## src/rtl/spi_burst_pkg.sv

```systemverilog
package spi_burst_pkg;
  typedef enum logic {ST_IDLE = 1'b0, ST_RUN = 1'b1} xfer_state_t;

  typedef struct packed {
    logic lsb_first;
    logic tx_fall;
    logic rx_fall;
  } shift_mode_t;
endpackage

```

## src/rtl/spi_half_ticker.sv

```systemverilog
module spi_half_ticker #(
  parameter int DIV_W = 16
) (
  input  logic             clk,
  input  logic             rst,
  input  logic             run,
  input  logic [DIV_W-1:0] div,
  output logic             tick
);
  logic [DIV_W-1:0] cnt_q;

  assign tick = run && (cnt_q == div);

  always_ff @(posedge clk) begin
    if (rst || !run) begin
      cnt_q <= '0;
    end else if (cnt_q == div) begin
      cnt_q <= '0;
    end else begin
      cnt_q <= cnt_q + 1'b1;
    end
  end
endmodule

```

## src/rtl/spi_bit_pointer.sv

```systemverilog
module spi_bit_pointer #(
  parameter int LEN_W = 5,
  parameter int WIDX_W = 2
) (
  input  logic              clk,
  input  logic              rst,
  input  logic              load,
  input  logic [WIDX_W-1:0] load_word,
  input  logic [LEN_W-1:0]  load_bit,
  input  logic              step,
  input  logic [LEN_W-1:0]  last_bit,
  output logic [WIDX_W-1:0] word_q,
  output logic [LEN_W-1:0]  bit_q
);
  always_ff @(posedge clk) begin
    if (rst) begin
      word_q <= '0;
      bit_q  <= '0;
    end else if (load) begin
      word_q <= load_word;
      bit_q  <= load_bit;
    end else if (step) begin
      if (bit_q == last_bit) begin
        bit_q  <= '0;
        word_q <= word_q + 1'b1;
      end else begin
        bit_q <= bit_q + 1'b1;
      end
    end
  end
endmodule

```

## src/rtl/spi_burst_master.sv

```systemverilog
module spi_burst_master
  import spi_burst_pkg::*;
#(
  parameter int DATA_W    = 32,
  parameter int MAX_WORDS = 4,
  parameter int DIV_W     = 16,
  parameter int NUM_SS    = 2,
  localparam int LEN_W    = $clog2(DATA_W),
  localparam int CNT_W    = (MAX_WORDS > 1) ? $clog2(MAX_WORDS) : 1,
  localparam int SEL_W    = (NUM_SS > 1) ? $clog2(NUM_SS) : 1
) (
  input  logic                        clk,
  input  logic                        rst,
  input  logic                        start_i,
  input  logic                        irq_clr_i,
  input  logic [DIV_W-1:0]            div_i,
  input  logic [LEN_W-1:0]            len_m1_i,
  input  logic [CNT_W-1:0]            words_m1_i,
  input  logic                        lsb_first_i,
  input  logic                        cpol_i,
  input  logic                        tx_fall_i,
  input  logic                        rx_fall_i,
  input  logic [SEL_W-1:0]            ss_sel_i,
  input  logic [MAX_WORDS*DATA_W-1:0] tx_data_i,
  input  logic                        miso_i,
  output logic                        busy_o,
  output logic                        irq_o,
  output logic                        sclk_o,
  output logic                        mosi_o,
  output logic [NUM_SS-1:0]           ss_n_o,
  output logic [MAX_WORDS*DATA_W-1:0] rx_data_o
);
  localparam int EDGE_W = $clog2(2 * DATA_W * MAX_WORDS + 1);

  xfer_state_t                          state_q;
  shift_mode_t                          mode_q;
  logic [DIV_W-1:0]                     div_q;
  logic [LEN_W-1:0]                     len_m1_q;
  logic [EDGE_W-1:0]                    edge_cnt_q;
  logic [EDGE_W-1:0]                    edge_total_q;
  logic [MAX_WORDS-1:0][DATA_W-1:0]     tx_mem_q;
  logic [MAX_WORDS-1:0][DATA_W-1:0]     rx_mem_q;

  logic              accept, tick, edge_now, finish, is_fall, launch, sample;
  logic [CNT_W-1:0]  tx_word, rx_word;
  logic [LEN_W-1:0]  tx_bit, rx_bit;
  logic [CNT_W-1:0]  tx_init_word;
  logic [LEN_W-1:0]  tx_init_bit;

  function automatic logic [LEN_W-1:0] pos_of(input logic lsb,
                                               input logic [LEN_W-1:0] lm1,
                                               input logic [LEN_W-1:0] b);
    return lsb ? b : (lm1 - b);
  endfunction

  assign accept   = (state_q == ST_IDLE) && start_i;
  assign edge_now = tick && (edge_cnt_q != edge_total_q);
  assign finish   = tick && (edge_cnt_q == edge_total_q);
  assign is_fall  = sclk_o;
  assign launch   = edge_now && (is_fall == mode_q.tx_fall) && (edge_cnt_q != '0);
  assign sample   = edge_now && (is_fall == mode_q.rx_fall);

  // transmit pointer runs one bit ahead of the bit on the line
  assign tx_init_word = (len_m1_i == '0) ? CNT_W'(1) : '0;
  assign tx_init_bit  = (len_m1_i == '0) ? '0 : LEN_W'(1);

  spi_half_ticker #(.DIV_W(DIV_W)) u_ticker (
    .clk (clk),
    .rst (rst),
    .run (state_q == ST_RUN),
    .div (div_q),
    .tick(tick)
  );

  spi_bit_pointer #(.LEN_W(LEN_W), .WIDX_W(CNT_W)) u_tx_ptr (
    .clk      (clk),
    .rst      (rst),
    .load     (accept),
    .load_word(tx_init_word),
    .load_bit (tx_init_bit),
    .step     (launch),
    .last_bit (len_m1_q),
    .word_q   (tx_word),
    .bit_q    (tx_bit)
  );

  spi_bit_pointer #(.LEN_W(LEN_W), .WIDX_W(CNT_W)) u_rx_ptr (
    .clk      (clk),
    .rst      (rst),
    .load     (accept),
    .load_word('0),
    .load_bit ('0),
    .step     (sample),
    .last_bit (len_m1_q),
    .word_q   (rx_word),
    .bit_q    (rx_bit)
  );

  always_ff @(posedge clk) begin
    if (rst) begin
      state_q      <= ST_IDLE;
      mode_q       <= '0;
      div_q        <= '0;
      len_m1_q     <= '0;
      edge_cnt_q   <= '0;
      edge_total_q <= '0;
      busy_o       <= 1'b0;
      sclk_o       <= cpol_i;
      mosi_o       <= 1'b0;
      ss_n_o       <= '1;
    end else if (accept) begin
      state_q      <= ST_RUN;
      mode_q       <= '{lsb_first: lsb_first_i, tx_fall: tx_fall_i, rx_fall: rx_fall_i};
      div_q        <= div_i;
      len_m1_q     <= len_m1_i;
      edge_cnt_q   <= '0;
      edge_total_q <= EDGE_W'(2 * (32'(len_m1_i) + 1) * (32'(words_m1_i) + 1));
      busy_o       <= 1'b1;
      sclk_o       <= cpol_i;
      mosi_o       <= tx_data_i[pos_of(lsb_first_i, len_m1_i, '0)];
      for (int i = 0; i < NUM_SS; i++) begin
        ss_n_o[i] <= (SEL_W'(i) != ss_sel_i);
      end
    end else if (state_q == ST_IDLE) begin
      sclk_o <= cpol_i;
    end else if (finish) begin
      state_q <= ST_IDLE;
      busy_o  <= 1'b0;
      ss_n_o  <= '1;
    end else if (edge_now) begin
      edge_cnt_q <= edge_cnt_q + 1'b1;
      sclk_o     <= ~sclk_o;
      if (launch) begin
        mosi_o <= tx_mem_q[tx_word][pos_of(mode_q.lsb_first, len_m1_q, tx_bit)];
      end
    end
  end

  always_ff @(posedge clk) begin
    if (rst) begin
      tx_mem_q <= '0;
      rx_mem_q <= '0;
    end else if (accept) begin
      tx_mem_q <= tx_data_i;
      rx_mem_q <= '0;
    end else if (sample) begin
      rx_mem_q[rx_word][pos_of(mode_q.lsb_first, len_m1_q, rx_bit)] <= miso_i;
    end
  end

  always_ff @(posedge clk) begin
    if (rst) begin
      irq_o <= 1'b0;
    end else if (finish) begin
      irq_o <= 1'b1;
    end else if (irq_clr_i) begin
      irq_o <= 1'b0;
    end
  end

  assign rx_data_o = rx_mem_q;
endmodule

```

## config.mk

```make
export PLATFORM = sky130hd
export DESIGN_NAME = spi_burst_master
export DESIGN_NICKNAME = d
export VERILOG_FILES = /design/src/rtl/spi_burst_pkg.sv /design/src/rtl/spi_half_ticker.sv /design/src/rtl/spi_bit_pointer.sv /design/src/rtl/spi_burst_master.sv
export SDC_FILE = /design/constraint.sdc
export NUM_CORES = 1
export LEC_CHECK = 0
export BUFFER_PORTS_ARGS = -buffer_cell sky130_fd_sc_hd__buf_2
export CAP_MARGIN = 0
export CORE_MARGIN = 5
export CORE_UTILIZATION = 36
export DETAILED_ROUTE_END_ITERATION = 10
export MAX_ROUTING_LAYER = met4
export SLEW_MARGIN = 30
export SYNTH_ARGS = -nofsm -noshare
export SYNTH_HDL_FRONTEND = slang
export SYNTH_HIERARCHICAL = 1
export SYNTH_SLANG_ARGS = --single-unit
export TNS_END_PERCENT = 20
```

## constraint.sdc

```tcl
create_clock -name clk -period 4.3 [get_ports clk]
set_input_delay 0.43 -clock clk [delete_from_list [all_inputs] [get_ports clk]]
set_output_delay 0.43 -clock clk [all_outputs]
set_load 0.01 [all_outputs]
```

# After elaboration in Yosys (flattened, before gate mapping)
# Index checks and enable logic that the tools add are counted.
# W data, S select, Z words.
dict set report word_totals {
  output_inout_bits 134
  mem_count 0
  word_cells 129
  register_bits 334
  ramBits 0
  latchBits 0
  rom_bits 0
}
dict set report classes {
  bitwise 4
  muxes 44
  addsub 10
  shift 0
  reduce_logical 27
  div 0
  eq_ne 10
  multipliers 1
  magnitude_cmp 7
}
# cell n
set ops {}
lappend ops {{$bwmux W128} 1}
lappend ops {{$bmux W32 S2} 1}
lappend ops {{$demux W32 S2} 1}
lappend ops {{$mux W32} 2}
lappend ops {{$mux W5} 7}
lappend ops {{$mux W1} 23}
lappend ops {{$add A16 B1 Y16 const B} 1}
lappend ops {{$eq A16 B16 Y1} 1}
lappend ops {{$lt A5 B6 Y1 const B} 2}
lappend ops {{$mux W2} 6}
lappend ops {{$reduce_bool A2 Y1} 6}
lappend ops {{$add A5 B1 Y5 const B} 2}
lappend ops {{$bmux W1 S5} 2}
lappend ops {{$eq A5 B5 Y1} 2}
lappend ops {{$sub A5 B5 Y5} 2}
lappend ops {{$add A9 B1 Y9 const B} 1}
lappend ops {{$eq A9 B9 Y1} 1}
lappend ops {{$logic_and A1 B1 Y1} 9}
lappend ops {{$ne A9 B9 Y1} 1}
lappend ops {{$reduce_bool A9 Y1} 1}
lappend ops {{$lt A5 B8 Y1 const B} 1}
lappend ops {{$mul A6 B3 Y8} 1}
lappend ops {{$reduce_and A2 Y1} 4}
lappend ops {{$add A5 B1 Y6 const B} 1}
lappend ops {{other kinds (17)} 24}

# Logic depth before layout (Yosys ltp)
dict set report logic_depth {
  depth_word 10
  mapped_depth 16
  mapped_depth_nobuf 14
}

# Modules after synthesis
# The synthesis kept the hierarchy.
# module area_each_um2 cells_per_inst n_inst
set by_module_without_submodules {}
lappend by_module_without_submodules {spi_burst_master 14132.3 1653 1}
lappend by_module_without_submodules {spi_half_ticker 910.9 102 1}
lappend by_module_without_submodules {spi_bit_pointer 451.7 57 2}

# Least setup slack after synthesis
# OpenSTA, ideal clock, no wires.
dict set report synth_timing {
  path_kind {input to register}
  start {input len_m1_i[0]}
  end {register edge_total_q[8]}
  path_buffers 2
  cell_stages 14
  path_slack_ns 0.880
  t_arrival_ns 3.335
  cell_sequence {clkbuf_1 > clkbuf_1 > inv_1 > ha_1 > nand2_1 > fa_1 > inv_1 > ha_1 > a21o_1 > a21oi_1 > o21bai_1 > a21oi_1 > xnor2_1 > a211oi_1}
}
dict set report synth_via {
  elab_chain_len 2
}
# element line
set synth_rtl {}
lappend synth_rtl {{start, declared} spi_burst_master.sv:17} ;# input logic [LEN_W-1:0] len_m1_i,
lappend synth_rtl {{$add A5 B1 Y6} spi_burst_master.sv:117} ;# edge_total_q <= EDGE_W'(2 * (32'(len_m1_i) + 1) * (32'(words_m1_i) + 1));
lappend synth_rtl {{$mul A6 B3 Y8} spi_burst_master.sv:117}
lappend synth_rtl {{end signal, assigned} spi_burst_master.sv:117}
lappend synth_rtl {{end, declared} spi_burst_master.sv:40} ;# logic [EDGE_W-1:0] edge_total_q;
# Every way passes these cells.
# A chain may end at the register's enable or synchronous reset.

# Worst setup path after layout
dict set report layout_timing {
  start {register u_rx_ptr.bit_q[0]}
  end {register rx_mem_q (netlist bit rx_data_o[77])}
}
dict set report layout_via {
  elab_chain_len 9
  word_cells_on_any_way 10
  cone_classes {add/sub (1); order compare (2); mux (6); reduce/logical (1)}
}
# element line
set layout_rtl {}
lappend layout_rtl {{start, declared} spi_bit_pointer.sv:13} ;# output logic [LEN_W-1:0] bit_q
lappend layout_rtl {{start signal, assigned} spi_bit_pointer.sv:21} ;# bit_q <= load_bit;
lappend layout_rtl {{start signal, assigned} spi_bit_pointer.sv:27} ;# bit_q <= bit_q + 1'b1;
lappend layout_rtl {{$sub A5 B5 Y5} spi_burst_master.sv:53} ;# return lsb ? b : (lm1 - b);
lappend layout_rtl {{$mux W5 (*)} spi_burst_master.sv:53}
lappend layout_rtl {{$lt A5 B6 Y1 (implied by the code) or $ge A5 B1 Y1 (tied branches)} spi_burst_master.sv:147} ;# rx_mem_q[rx_word][pos_of(mode_q.lsb_first, len_m1_q, rx_bit)] <= miso_i;
lappend layout_rtl {{$logic_and A1 B1 Y1 (implied by the code)} spi_burst_master.sv:147}
lappend layout_rtl {{$mux W1 (implied by the code)} spi_burst_master.sv:147}
lappend layout_rtl {{$demux W1 S5 (*)} spi_burst_master.sv:147}
lappend layout_rtl {{$mux W32 (implied by the code) (*)} spi_burst_master.sv:147}
lappend layout_rtl {{$demux W32 S2 (*)} spi_burst_master.sv:147}
lappend layout_rtl {{$bwmux W128 (*)} spi_burst_master.sv:147}
lappend layout_rtl {{end signal, assigned by index} spi_burst_master.sv:147}
lappend layout_rtl {{end, declared} spi_burst_master.sv:42} ;# logic [MAX_WORDS-1:0][DATA_W-1:0] rx_mem_q;
# Mark *: on every way between the ends. The rest lies on a longest branch, timed or not.

==> flow_metrics.env <==
export IMPL_pwr_density_cell_nw_per_um2=405
export IMPL_rows=77
export IMPL_die_h_um=220
export IMPL_cp_end_kind="register"
export IMPL_worst_slack_ps=1000
export IMPL_cts_buffer_depth=3
export IMPL_nets=2273
export IMPL_cp_depth=11
export IMPL_path_max_fanout=64
export IMPL_total_power_uw=7780
export IMPL_vias=14100
export IMPL_slowest_stage="buf_4"
export IMPL_cts_sinks=334
export IMPL_place_ws_ps=865
export IMPL_cp_arrival_ps=3710
export IMPL_drcViolationCount=0
export IMPL_finalSetupViolCount=0
export IMPL_synth_top_area_share_pct=41.8
export IMPL_grt_setup_unrepaired="no"
export IMPL_drive_gt1_share_pct=21.4
export IMPL_crit_type="reg2reg"
export IMPL_drtIter0Drc=1012
export IMPL_clk_latency_ps=570
export IMPL_yosysMostFrequentCell="nand2_1"
export IMPL_gp_congestion=0.814
export IMPL_critical_path_n_buffers_inverters=2
export IMPL_hold_violations=0
export IMPL_dieArea_sq_um=48600
export IMPL_endpoint="rx_data_o[77]"
export IMPL_fin_tns_setup_ps=0
export IMPL_min_period_ps=3300
export IMPL_wl_per_cell_um=17.5
export IMPL_cts_root_buf="clkbuf_16"
export IMPL_rrSetupSlack_ps=1000
export IMPL_ys_seq_elements=334
export IMPL_reg2regPathDepth=11
export IMPL_regArea_sq_um=6700
export IMPL_critPathLaunchType="register"
export IMPL_netlist_top_cells_count="nand2_1, dfxtp_1, a21oi_1"
export IMPL_postCtsHoldBufs=0
export IMPL_path_clk_slew_ps=70
export IMPL_worstMarginPinSlew_ps=957
export IMPL_port_buffer_count=294
export IMPL_cp_startpoint="u_rx_ptr/bit_q[0]"
export IMPL_area_growth_pct=20.4
export IMPL_timing_fmax_mhz=303
export IMPL_cts_buffers=38
export IMPL_nFillCells=4438
export IMPL_ant_nets=0
export IMPL_synth_area_sq_um=15900
export IMPL_slowest_delay_ps=590
export IMPL_yosysWarningCount=6
export IMPL_maxCapViolCount=0
export IMPL_synth_area_leaders="dfxtp_1, nand2_1, mux2i_1"
export IMPL_grt_pass1_vias=13800
export IMPL_hold_ws_ps=94.8
export IMPL_ios=295
export IMPL_r2r_start="u_rx_ptr/bit_q[0]"
export IMPL_fin_area_sq_um=19200
export IMPL_antenna_found_initial=5
export IMPL_holdPathStages=3
export IMPL_synth_top_cell_by_area="dfxtp_1"
export IMPL_grt_max_degree=129
export IMPL_ir_drop_v=0.000207
export IMPL_place_area_sq_um=17900
export IMPL_grt_first_pass_wirelength_um=74500
export IMPL_r2r_end="rx_data_o[77]"
export IMPL_wl_um=47500
export IMPL_start_util_pct=36.2
export IMPL_synthCells=1869
export IMPL_overflow=0
export IMPL_synthFlopType="dfxtp_1"
export IMPL_ys_types=67
export IMPL_post_route_period_util_pct=76.7
export IMPL_finalMaxSlewViolations=0
export IMPL_post_cts_resized=0
export IMPL_required_ps=4710
export IMPL_timing_slew_headroom_pct=36.1
export IMPL_leakage_uw=0.00836
export IMPL_drt_vias_per_instance=5.19
export IMPL_seq_area_frac_synth_pct=42.0
export IMPL_async_flop_share_pct=0
export IMPL_synth_enable_flop_cells=1
export IMPL_run_status="completed"
export IMPL_cts_setup_buffers=0
export IMPL_syn_avg_cell_area_sq_um=8.53
export IMPL_die_w_um=220
export IMPL_critPathTopFamily="buffers and inverters"
export IMPL_dpl_hpwl_um=31700
export IMPL_skew_ps=32.7
export IMPL_htreeDepth=2
export IMPL_cts_tree="done"
export IMPL_track_usage_pct=19.4
export IMPL_multi_input_area_sq_um=8610
export IMPL_core_area_sq_um=44000
export IMPL_firstDrtPassIters=5
export IMPL_path_cells="ha_1, inv_1, fa_1, a21o_1, a21oi_1, xnor2_1, nor2_1, xnor2_2, buf_4, nand4_1, mux2i_1"
export IMPL_hold_path_class="in2reg"
layer usage:
layer | vias up | track usage (%) | wire (um)
met4 | 0 | 6.24 | 1580
met3 | 90 | 3.35 | 2460
met2 | 365 | 30.9 | 22600
met5 | - | - | 0
met1 | 6732 | 25.3 | 20800
li1 | 6865 | - | -
worst min-delay path by stage:
stage | start | to | slack, ps
finish | tx_data_i[102] | tx_mem_q[102] | 90
global route | tx_data_i[50] | tx_mem_q[50] | 90
CTS | tx_data_i[102] | tx_mem_q[102] | 60
detailed placement | tx_mem_q[122] | tx_mem_q[122] | 440
global placement | tx_mem_q[52] | tx_mem_q[52] | 440
floorplan | tx_mem_q[84] | tx_mem_q[84] | 430
cell usage in the layout, fill, tap and decap left out, types with 5 or more instances in the layout:
master	n
nand2b_1	7
diode_2	5
or3_1	5
and3_1	7
nor2b_1	12
o211ai_1	12
xnor2_1	49
mux4_2	35
clkbuf_1	8
clkbuf_16	39
fa_1	7
nor3_1	25
conb_1	12
clkbuf_8	5
nand3_1	46
o21ai_0	18
inv_1	42
a21oi_1	184
mux2_2	9
ha_1	23
nand4_1	106
o2111ai_1	5
buf_2	293
mux2i_1	151
nor2_1	41
dfxtp_1	331
nand2_1	487
xor2_1	20
clkinv_2	9
buf_4	23
nor4_1	8
registers in the layout, summed over array words and instances, names as in the netlist, 2 cells and up:
| name | cells |
|---|---|
| edge_total_q | 8 |
| mode_q | 3 |
| edge_cnt_q | 9 |
| ss_n_o | 2 |
| rx_data_o | 128 |
| u_tx_ptr/word_q | 2 |
| u_rx_ptr/bit_q | 5 |
| div_q | 16 |
| u_ticker/cnt_q | 16 |
| u_tx_ptr/bit_q | 5 |
| len_m1_q | 5 |
| u_rx_ptr/word_q | 2 |
| tx_mem_q | 128 |
through the flow:
step | instances | utilization (%)
after floorplan | 1880 | -
after global placement | 2634 | 40.7
after detailed placement | 2634 | 40.7
after CTS | 2704 | 43.6
after global routing | 2709 | 43.6
final | 2709 | 43.6
power breakdown:
part | leakage (uW) | internal, uW | switching (uW)
registers | 0.00272 | 3200 | 96.5
clock network | 0.000630 | 1950 | 1380
logic | 0.00501 | 384 | 774
total | 0.00836 | 5530 | 2250
cell families (layout without fill, tap and decap cells):
group | after synthesis | after routing | share of synthesized area [%]
xor+xnor | 71 | 71 | 3.90
flops | 334 | 334 | 42.0
fa+ha+maj | 30 | 30 | 2.68
buf+inv | 201 | 433 | 5.01
mux | 197 | 197 | 15.3
compound gates | 262 | 262 | 9.33
simple gates | 773 | 773 | 21.8
other cells | 1 | 17 | 0.0235
worst register-to-register path, cell delays in order, from the launching register on:
cell and delay [ps]:
dfxtp_1 510, ha_1 230, inv_1 50, fa_1 400, a21o_1 180, a21oi_1 180
xnor2_1 80, nor2_1 360, xnor2_2 150, buf_4 590, nand4_1 240, mux2i_1 170
final cells by class:
class                           count  area share, %
Antenna cell                        5         0.0652
Clock buffer                       52           5.60
Clock inverter                     18           1.04
Inverter                           43          0.867
Multi-Input combinational cell   1345           44.8
Sequential cell                   334           34.9
Tap cell                          592           3.86
Timing Repair Buffer              320           8.86
Note: power is estimated with default switching activity, not from simulation.
